===== src/rtl/dma_seq_pkg.sv =====
package dma_seq_pkg;
  localparam int CFG_W       = 15;
  localparam int CFG_EN      = 0;
  localparam int CFG_DONE_IE = 1;
  localparam int CFG_HALF_IE = 2;
  localparam int CFG_ERR_IE  = 3;
  localparam int CFG_DIR     = 4;
  localparam int CFG_CIRC    = 5;
  localparam int CFG_PINC    = 6;
  localparam int CFG_MINC    = 7;
  localparam int CFG_PSZ     = 8;   // two bits
  localparam int CFG_MSZ     = 10;  // two bits
  localparam int CFG_PRIO    = 12;  // two bits
  localparam int CFG_M2M     = 14;

  typedef enum logic {ST_IDLE = 1'b0, ST_BUSY = 1'b1} seq_state_e;

  // Byte step of one item of the given size code (code 3 treated as word)
  function automatic logic [2:0] size_step(input logic [1:0] sz);
    case (sz)
      2'd0:    return 3'd1;
      2'd1:    return 3'd2;
      default: return 3'd4;
    endcase
  endfunction

  // Low address bits forced to zero for the given size code
  function automatic logic [1:0] size_lowmask(input logic [1:0] sz);
    case (sz)
      2'd0:    return 2'b00;
      2'd1:    return 2'b01;
      default: return 2'b11;
    endcase
  endfunction
endpackage


===== src/rtl/dma_seq_addr.sv =====
module dma_seq_addr
  import dma_seq_pkg::*;
#(
  parameter int AW = 32
) (
  input  logic          clk,
  input  logic          rst_n,
  input  logic          wr_en,
  input  logic [AW-1:0] wdata,
  input  logic [1:0]    size,
  input  logic          inc,
  input  logic          adv,
  input  logic          rewind,
  output logic [AW-1:0] cur_q,
  output logic [AW-1:0] bus_addr
);
  logic [AW-1:0] base_q;

  always_ff @(posedge clk or negedge rst_n) begin
    if (!rst_n) begin
      base_q <= '0;
      cur_q  <= '0;
    end else if (wr_en) begin
      base_q <= wdata;
      cur_q  <= wdata;
    end else if (rewind) begin
      cur_q  <= base_q;
    end else if (adv && inc) begin
      cur_q  <= cur_q + AW'(size_step(size));
    end
  end

  assign bus_addr = {cur_q[AW-1:2], cur_q[1:0] & ~size_lowmask(size)};
endmodule


===== src/rtl/dma_seq_ctrl.sv =====
module dma_seq_ctrl
  import dma_seq_pkg::*;
#(
  parameter int CW = 16
) (
  input  logic          clk,
  input  logic          rst_n,
  input  logic          en,
  input  logic          circ,
  input  logic          m2m,
  input  logic          cnt_we,
  input  logic [CW-1:0] cnt_wdata,
  input  logic          periph_req,
  input  logic          grant,
  input  logic          bus_ack,
  input  logic          bus_err,
  output logic [CW-1:0] cnt_q,
  output logic          want,
  output logic          bus_valid,
  output logic          xfer_ok,
  output logic          xfer_fail,
  output logic          wrap,
  output logic          ev_half,
  output logic          ev_done,
  output logic          ev_err
);
  localparam logic [CW-1:0] ONE = CW'(1);

  function automatic logic [CW-1:0] half_mark(input logic [CW-1:0] total);
    return total >> 1;
  endfunction

  seq_state_e    st_q;
  logic [CW-1:0] reload_q;
  logic [CW-1:0] cnt_dec;
  logic          last;
  logic          half_hit;
  logic          cnt_load;
  logic          start;

  assign bus_valid = (st_q == ST_BUSY);
  assign want      = (st_q == ST_IDLE) && en && (cnt_q != '0) && (periph_req || m2m);
  assign start     = want && grant;
  assign xfer_fail = bus_valid && bus_err;
  assign xfer_ok   = bus_valid && bus_ack && !bus_err;
  assign cnt_dec   = cnt_q - ONE;
  assign last      = (cnt_q == ONE);
  assign wrap      = xfer_ok && last && circ;
  assign half_hit  = xfer_ok && (cnt_dec == half_mark(reload_q));
  assign cnt_load  = cnt_we && !en && !bus_valid;

  always_ff @(posedge clk or negedge rst_n) begin
    if (!rst_n) begin
      st_q     <= ST_IDLE;
      cnt_q    <= '0;
      reload_q <= '0;
      ev_half  <= 1'b0;
      ev_done  <= 1'b0;
      ev_err   <= 1'b0;
    end else begin
      case (st_q)
        ST_IDLE: if (start) st_q <= ST_BUSY;
        default: if (bus_ack || bus_err) st_q <= ST_IDLE;
      endcase
      if (cnt_load) begin
        cnt_q    <= cnt_wdata;
        reload_q <= cnt_wdata;
      end else if (xfer_ok) begin
        cnt_q    <= wrap ? reload_q : cnt_dec;
      end
      ev_half <= half_hit;
      ev_done <= xfer_ok && last;
      ev_err  <= xfer_fail;
    end
  end
endmodule


===== src/rtl/dma_chan_seq.sv =====
module dma_chan_seq
  import dma_seq_pkg::*;
#(
  parameter int AW = 32,
  parameter int CW = 16
) (
  input  logic             clk,
  input  logic             rst_n,
  input  logic             cfg_we,
  input  logic [CFG_W-1:0] cfg_wdata,
  output logic [CFG_W-1:0] cfg_q,
  input  logic             cnt_we,
  input  logic [CW-1:0]    cnt_wdata,
  output logic [CW-1:0]    cnt_q,
  input  logic             par_we,
  input  logic             mar_we,
  input  logic [AW-1:0]    addr_wdata,
  output logic [AW-1:0]    par_q,
  output logic [AW-1:0]    mar_q,
  input  logic             periph_req,
  output logic             xfer_want,
  input  logic             xfer_grant,
  output logic [1:0]       chan_prio,
  output logic             bus_valid,
  output logic [AW-1:0]    bus_src_addr,
  output logic [1:0]       bus_src_size,
  output logic [AW-1:0]    bus_dst_addr,
  output logic [1:0]       bus_dst_size,
  input  logic             bus_ack,
  input  logic             bus_err,
  output logic             ev_half,
  output logic             ev_done,
  output logic             ev_err,
  output logic             irq
);
  localparam int NSIDE = 2;  // 0: peripheral, 1: memory

  logic             xfer_ok;
  logic             xfer_fail;
  logic             wrap;
  logic             cfg_en;
  logic             addr_open;
  logic [NSIDE-1:0] side_we;
  logic [NSIDE-1:0] side_inc;
  logic [1:0]       side_sz  [NSIDE];
  logic [AW-1:0]    side_cur [NSIDE];
  logic [AW-1:0]    side_bus [NSIDE];

  always_ff @(posedge clk or negedge rst_n) begin
    if (!rst_n) begin
      cfg_q <= '0;
    end else begin
      if (cfg_we)    cfg_q         <= cfg_wdata;
      if (xfer_fail) cfg_q[CFG_EN] <= 1'b0;
    end
  end

  assign cfg_en      = cfg_q[CFG_EN];
  assign chan_prio   = cfg_q[CFG_PRIO +: 2];
  assign addr_open   = !cfg_en && !bus_valid;
  assign side_we     = {mar_we && addr_open, par_we && addr_open};
  assign side_inc    = {cfg_q[CFG_MINC], cfg_q[CFG_PINC]};
  assign side_sz[0]  = cfg_q[CFG_PSZ +: 2];
  assign side_sz[1]  = cfg_q[CFG_MSZ +: 2];

  dma_seq_ctrl #(.CW(CW)) u_ctrl (
    .clk        (clk),
    .rst_n      (rst_n),
    .en         (cfg_en),
    .circ       (cfg_q[CFG_CIRC]),
    .m2m        (cfg_q[CFG_M2M]),
    .cnt_we     (cnt_we),
    .cnt_wdata  (cnt_wdata),
    .periph_req (periph_req),
    .grant      (xfer_grant),
    .bus_ack    (bus_ack),
    .bus_err    (bus_err),
    .cnt_q      (cnt_q),
    .want       (xfer_want),
    .bus_valid  (bus_valid),
    .xfer_ok    (xfer_ok),
    .xfer_fail  (xfer_fail),
    .wrap       (wrap),
    .ev_half    (ev_half),
    .ev_done    (ev_done),
    .ev_err     (ev_err)
  );

  for (genvar g = 0; g < NSIDE; g++) begin : g_side
    dma_seq_addr #(.AW(AW)) u_addr (
      .clk      (clk),
      .rst_n    (rst_n),
      .wr_en    (side_we[g]),
      .wdata    (addr_wdata),
      .size     (side_sz[g]),
      .inc      (side_inc[g]),
      .adv      (xfer_ok && !wrap),
      .rewind   (wrap),
      .cur_q    (side_cur[g]),
      .bus_addr (side_bus[g])
    );
  end

  assign par_q = side_cur[0];
  assign mar_q = side_cur[1];

  always_comb begin
    if (cfg_q[CFG_DIR]) begin
      bus_src_addr = side_bus[1];
      bus_src_size = side_sz[1];
      bus_dst_addr = side_bus[0];
      bus_dst_size = side_sz[0];
    end else begin
      bus_src_addr = side_bus[0];
      bus_src_size = side_sz[0];
      bus_dst_addr = side_bus[1];
      bus_dst_size = side_sz[1];
    end
  end

  assign irq = (ev_done && cfg_q[CFG_DONE_IE]) ||
               (ev_half && cfg_q[CFG_HALF_IE]) ||
               (ev_err  && cfg_q[CFG_ERR_IE]);
endmodule


===== config.mk =====
export PLATFORM = sky130hd
export DESIGN_NAME = dma_chan_seq
export DESIGN_NICKNAME = d
export VERILOG_FILES = /design/src/rtl/dma_seq_pkg.sv /design/src/rtl/dma_seq_addr.sv /design/src/rtl/dma_seq_ctrl.sv /design/src/rtl/dma_chan_seq.sv
export SDC_FILE = /design/constraint.sdc
export NUM_CORES = 1
export LEC_CHECK = 0
export ABC_CLOCK_PERIOD_IN_PS = 4000
export BUFFER_PORTS_ARGS = -buffer_cell sky130_fd_sc_hd__buf_2
export CAP_MARGIN = 20
export CORE_UTILIZATION = 45
export CTS_CLUSTER_SIZE = 20
export DETAILED_ROUTE_END_ITERATION = 6
export GPL_ROUTABILITY_DRIVEN = 1
export HOLD_SLACK_MARGIN = 0.08
export PLACE_DENSITY = 0.77
export SYNTH_ARGS = -nofsm -noshare
export SYNTH_HDL_FRONTEND = slang
export SYNTH_HIERARCHICAL = 1
export SYNTH_SLANG_ARGS = --single-unit

===== constraint.sdc =====
create_clock -name clk -period 4 [get_ports clk]
set_input_delay 0.2 -clock clk [delete_from_list [all_inputs] [get_ports clk]]
set_output_delay 0.2 -clock clk [all_outputs]
set_load 0.01 [all_outputs]

==> PnR_summary.wiki <==
{| class="wikitable"
! Metric !! Value
|-
| Detailed Routing Iterations Pass 1 || 6
|-
| Final routed DRC violation total || 0
|-
| DR WL/cell || roughly 20 um
|-
| Total chip power || between 7 and 8 mW
|-
| Shortest clock period the worst path allows after layout || about 3700 ps
|-
| Antenna Violating Nets Remaining || 0
|-
| Final HPWL from detailed placement || between 20 and 30 mm
|-
| Count of final hold-check violations || 0
|-
| Share of layout cells above drive strength 1 || 32.2%
|-
| Initial antenna violation count || 0
|-
| Number of vias per cell after detailed routing || between 5 and 6
|-
| Top library cells by usage in the layout, fill and taps aside || buf_2 (242), dfrtp_1 (178), nand2_1 (135), mux2_2 (121), o21ai_0 (78)
|-
| Share of synthesized registers carrying an async set or reset || 100%
|-
| CTS Hold Buffers Added || 59
|-
| Run status || complete, no violations
|-
| Met2 track utilization from global routing || a little over two fifths
|-
| Synthesized instance count || around 1200
|-
| Signal arrival time at the worst endpoint || about 4000 ps
|-
| Crit Path Class || flip-flop to flip-flop
|-
| Cell Rows || between 50 and 60
|-
| Worst-case vdd ir drop || between 0.0002 and 0.0003 V
|-
| Maximum clock skew at final layout || 16.2 ps
|-
| Largest net degree at the start of global routing || approximately 110
|-
| Avg Synthesized Cell Area || 9.53 um^2
|-
| I/O pin count || 244
|-
| Commonest non-fill, non-tap cell in the layout || buf_2
|-
| CTS buffer count || 17
|-
| # clock sinks || about 180
|-
| CTS Root Cell || clkbuf_16
|-
| Prevailing post-synth register cell || dfrtp_1
|-
| Routability-driven placement congestion ratio || 0.975
|-
| Gr ovfl total || 0
|-
| Yosys reg bits || 179
|-
| TritonCTS clock tree || built
|-
| Setup violation total in the final timing report || 0
|-
| Crit-path max FO || 44
|-
| Final critical-path share of the clock period || between 90% and 100%
|-
| Max-slew violation total from the final report || 0
|-
| Maximum buffer depth of the clock tree || 2
|-
| Netlist cell types || 81
|-
| Placeable core area || between 0.02 and 0.03 mm^2
|-
| Cell leakage power || 6.07 nW
|-
| Transition time at the pin with the least slew margin || slightly below 1000 ps
|-
| Worst setup slack after layout || approximately 310 ps
|-
| Mapped Area || approximately 0.011 mm^2
|-
| GRT Max-Usage Layer || met2
|-
| Global Route Usage Sum || a little over a quarter
|-
| Number of enable flip-flop cells after synthesis || 0
|-
| Area delta synth->final || 19.8%
|-
| Max-capacitance violation count || 0
|-
| Number of nets in the layout || between 1000 and 1500
|-
| Resize count post-CTS || 0
|-
| Final wirelength || between 30 and 40 mm
|-
| Total negative slack for setup checks || 0 ps
|-
| Clock latency at the later pin of the worst-skew pair || between 400 and 500 ps
|-
| Beginning of the critical path || u_ctrl/cnt_q[8]$_DFFE_PN0P_
|-
| Yosys warning count || 6
|-
| H-tree levels || 4
|-
| Share of the core filled with cells || 54.8%
|-
| Fill cell count || around 2200
|-
| Met1 usage in global routing || 34.1%
|-
| Maximum clock frequency || around 0.27 GHz
|-
| Post-CTS setup buffer count || 0
|-
| ANT cells || 0
|-
| Crit path required time || roughly 4300 ps
|-
| Nature of the critical path endpoint || flip-flop
|-
| Total via count after detailed routing || 10500
|-
| Number of DRC markers after the initial detailed-route iteration || 716
|-
| First-pass GRT wire length || between 50 and 60 mm
|-
| Worst hold path class || primary input to flip-flop
|-
| Met3 Usage GRT || 5.75%
|-
| Seq/Total Area, Yosys || 39.1%
|-
| Setup Slack @ Placement || about 480 ps
|-
| Worst slew margin relative to its limit || between 30 and 40%
|-
| Clock transition at the registers of the reported paths || about 70 ps
|-
| WHS || 115 ps
|-
| Kind of start point of the critical path || flip-flop
|-
| Number of buffers added on ports || approximately 240
|-
| Unrepaired setup endpoints after global routing || no
|-
| Effective utilization at floorplan || 45.7%
|-
| Via count of the first global-routing pass || about 9800
|-
| Power density relative to cell area || 529 mW/mm^2
|-
| Worst Hold Launch || addr_wdata[12]
|-
| Syn nets || ~1300
|-
| Die Span Y || about 160 um
|-
| Reg2reg start || u_ctrl/cnt_q[8]$_DFFE_PN0P_
|-
| Width of the chip || roughly 160 um
|-
| Total die area || approximately 0.026 mm^2
|}
power breakdown:
group / internal [mW] / leakage, nW / switching [mW]
combinational: 1.18 / 3.59 / 1.28
sequential: 2.26 / 2.18 / 0.715
clock: 1.08 / 0.301 / 0.731
final timing paths:
kind                                                           end  slack [ps]  cells after the start
setup / recovery            g_side[1].u_addr/cur_q[29]$_DFFE_PN0P_         310                     10
min in group asynchronous  g_side[1].u_addr/base_q[26]$_DFFE_PN0P_         140                      2
setup reg to reg            g_side[1].u_addr/cur_q[29]$_DFFE_PN0P_         310                     10
hold reg to reg            g_side[0].u_addr/base_q[13]$_DFFE_PN0P_         500                      1
hold / removal             g_side[1].u_addr/base_q[12]$_DFFE_PN0P_         120                      2
max in group asynchronous   g_side[0].u_addr/cur_q[10]$_DFFE_PN0P_        2730                      4
per-layer routing:
layer | share of wire [%] | wire length [um] | vias to the layer above
li1 | - | - | 4737
met1 | 40 | 14100 | 5084
met2 | 48 | 16700 | 570
met3 | 9.7 | 3400 | 81
met4 | 2.7 | 948 | 0
met5 | 0 | 0 | -
area by class of cell:
type,instances,area [um^2],share of cell area (%)
Clock buffer,20,457,3.33
Clock inverter,10,173,1.26
Inverter,37,139,1.01
Multi-Input combinational cell,850,6030,43.9
Sequential cell,179,4480,32.7
Tap cell,330,413,3.01
Timing Repair Buffer,325,2030,14.8
sequential cells by signal, summed over array words and instances (netlist names):
signal and count:
g_side.u_addr/base_q 64, g_side.u_addr/cur_q 64, u_ctrl/cnt_q 16, u_ctrl/reload_q 16, cfg_q 15, u_ctrl/bus_valid 1, u_ctrl/ev_done 1, u_ctrl/ev_err 1
u_ctrl/ev_half 1
cell families after synthesis:
kind of cell | synth area share [%]
AOI/OAI and AO/OA | 16.6
adders and majority gates | 1.22
muxes | 14.2
and+or+nand+nor | 16.6
xor gates and xnor gates | 3.82
DFF | 39.1
buffers and inverters | 8.42
through the flow:
step	cells	cell area (um^2)
floorplan	1201	11500
global placement	1661	12500
detailed placement	1661	12500
CTS	1750	13700
global route	1751	13700
finish	1751	13700
synth_stat cells, types with 16 or more instances:
library cell | instances | share of area, %
a22oi_1 | 29 | 1.9
o21ai_0 | 78 | 3.4
xor2_1 | 23 | 1.8
nand2_1 | 135 | 4.4
nor3_1 | 16 | 0.70
buf_4 | 66 | 4.3
a31oi_1 | 16 | 0.87
clkbuf_1 | 46 | 1.5
and3_1 | 16 | 0.87
inv_1 | 36 | 1.2
nand4_1 | 20 | 1.1
a21oi_1 | 61 | 2.7
dfrtp_1 | 179 | 39
nand3_1 | 32 | 1.4
xnor2_1 | 27 | 2.1
mux2_2 | 121 | 12
nor2_1 | 57 | 1.9
critical path, stage by stage (launching register included):
cell	delay, ps
dfrtp_1	540
nor4_1	640
nand2_1	280
nor3_2	290
buf_12	270
nor2b_1	180
nand2_1	460
nand2_1	460
nand3_1	230
o31a_1	130
a311oi_1	50
No activity file was read; power rests on OpenSTA's default activity.
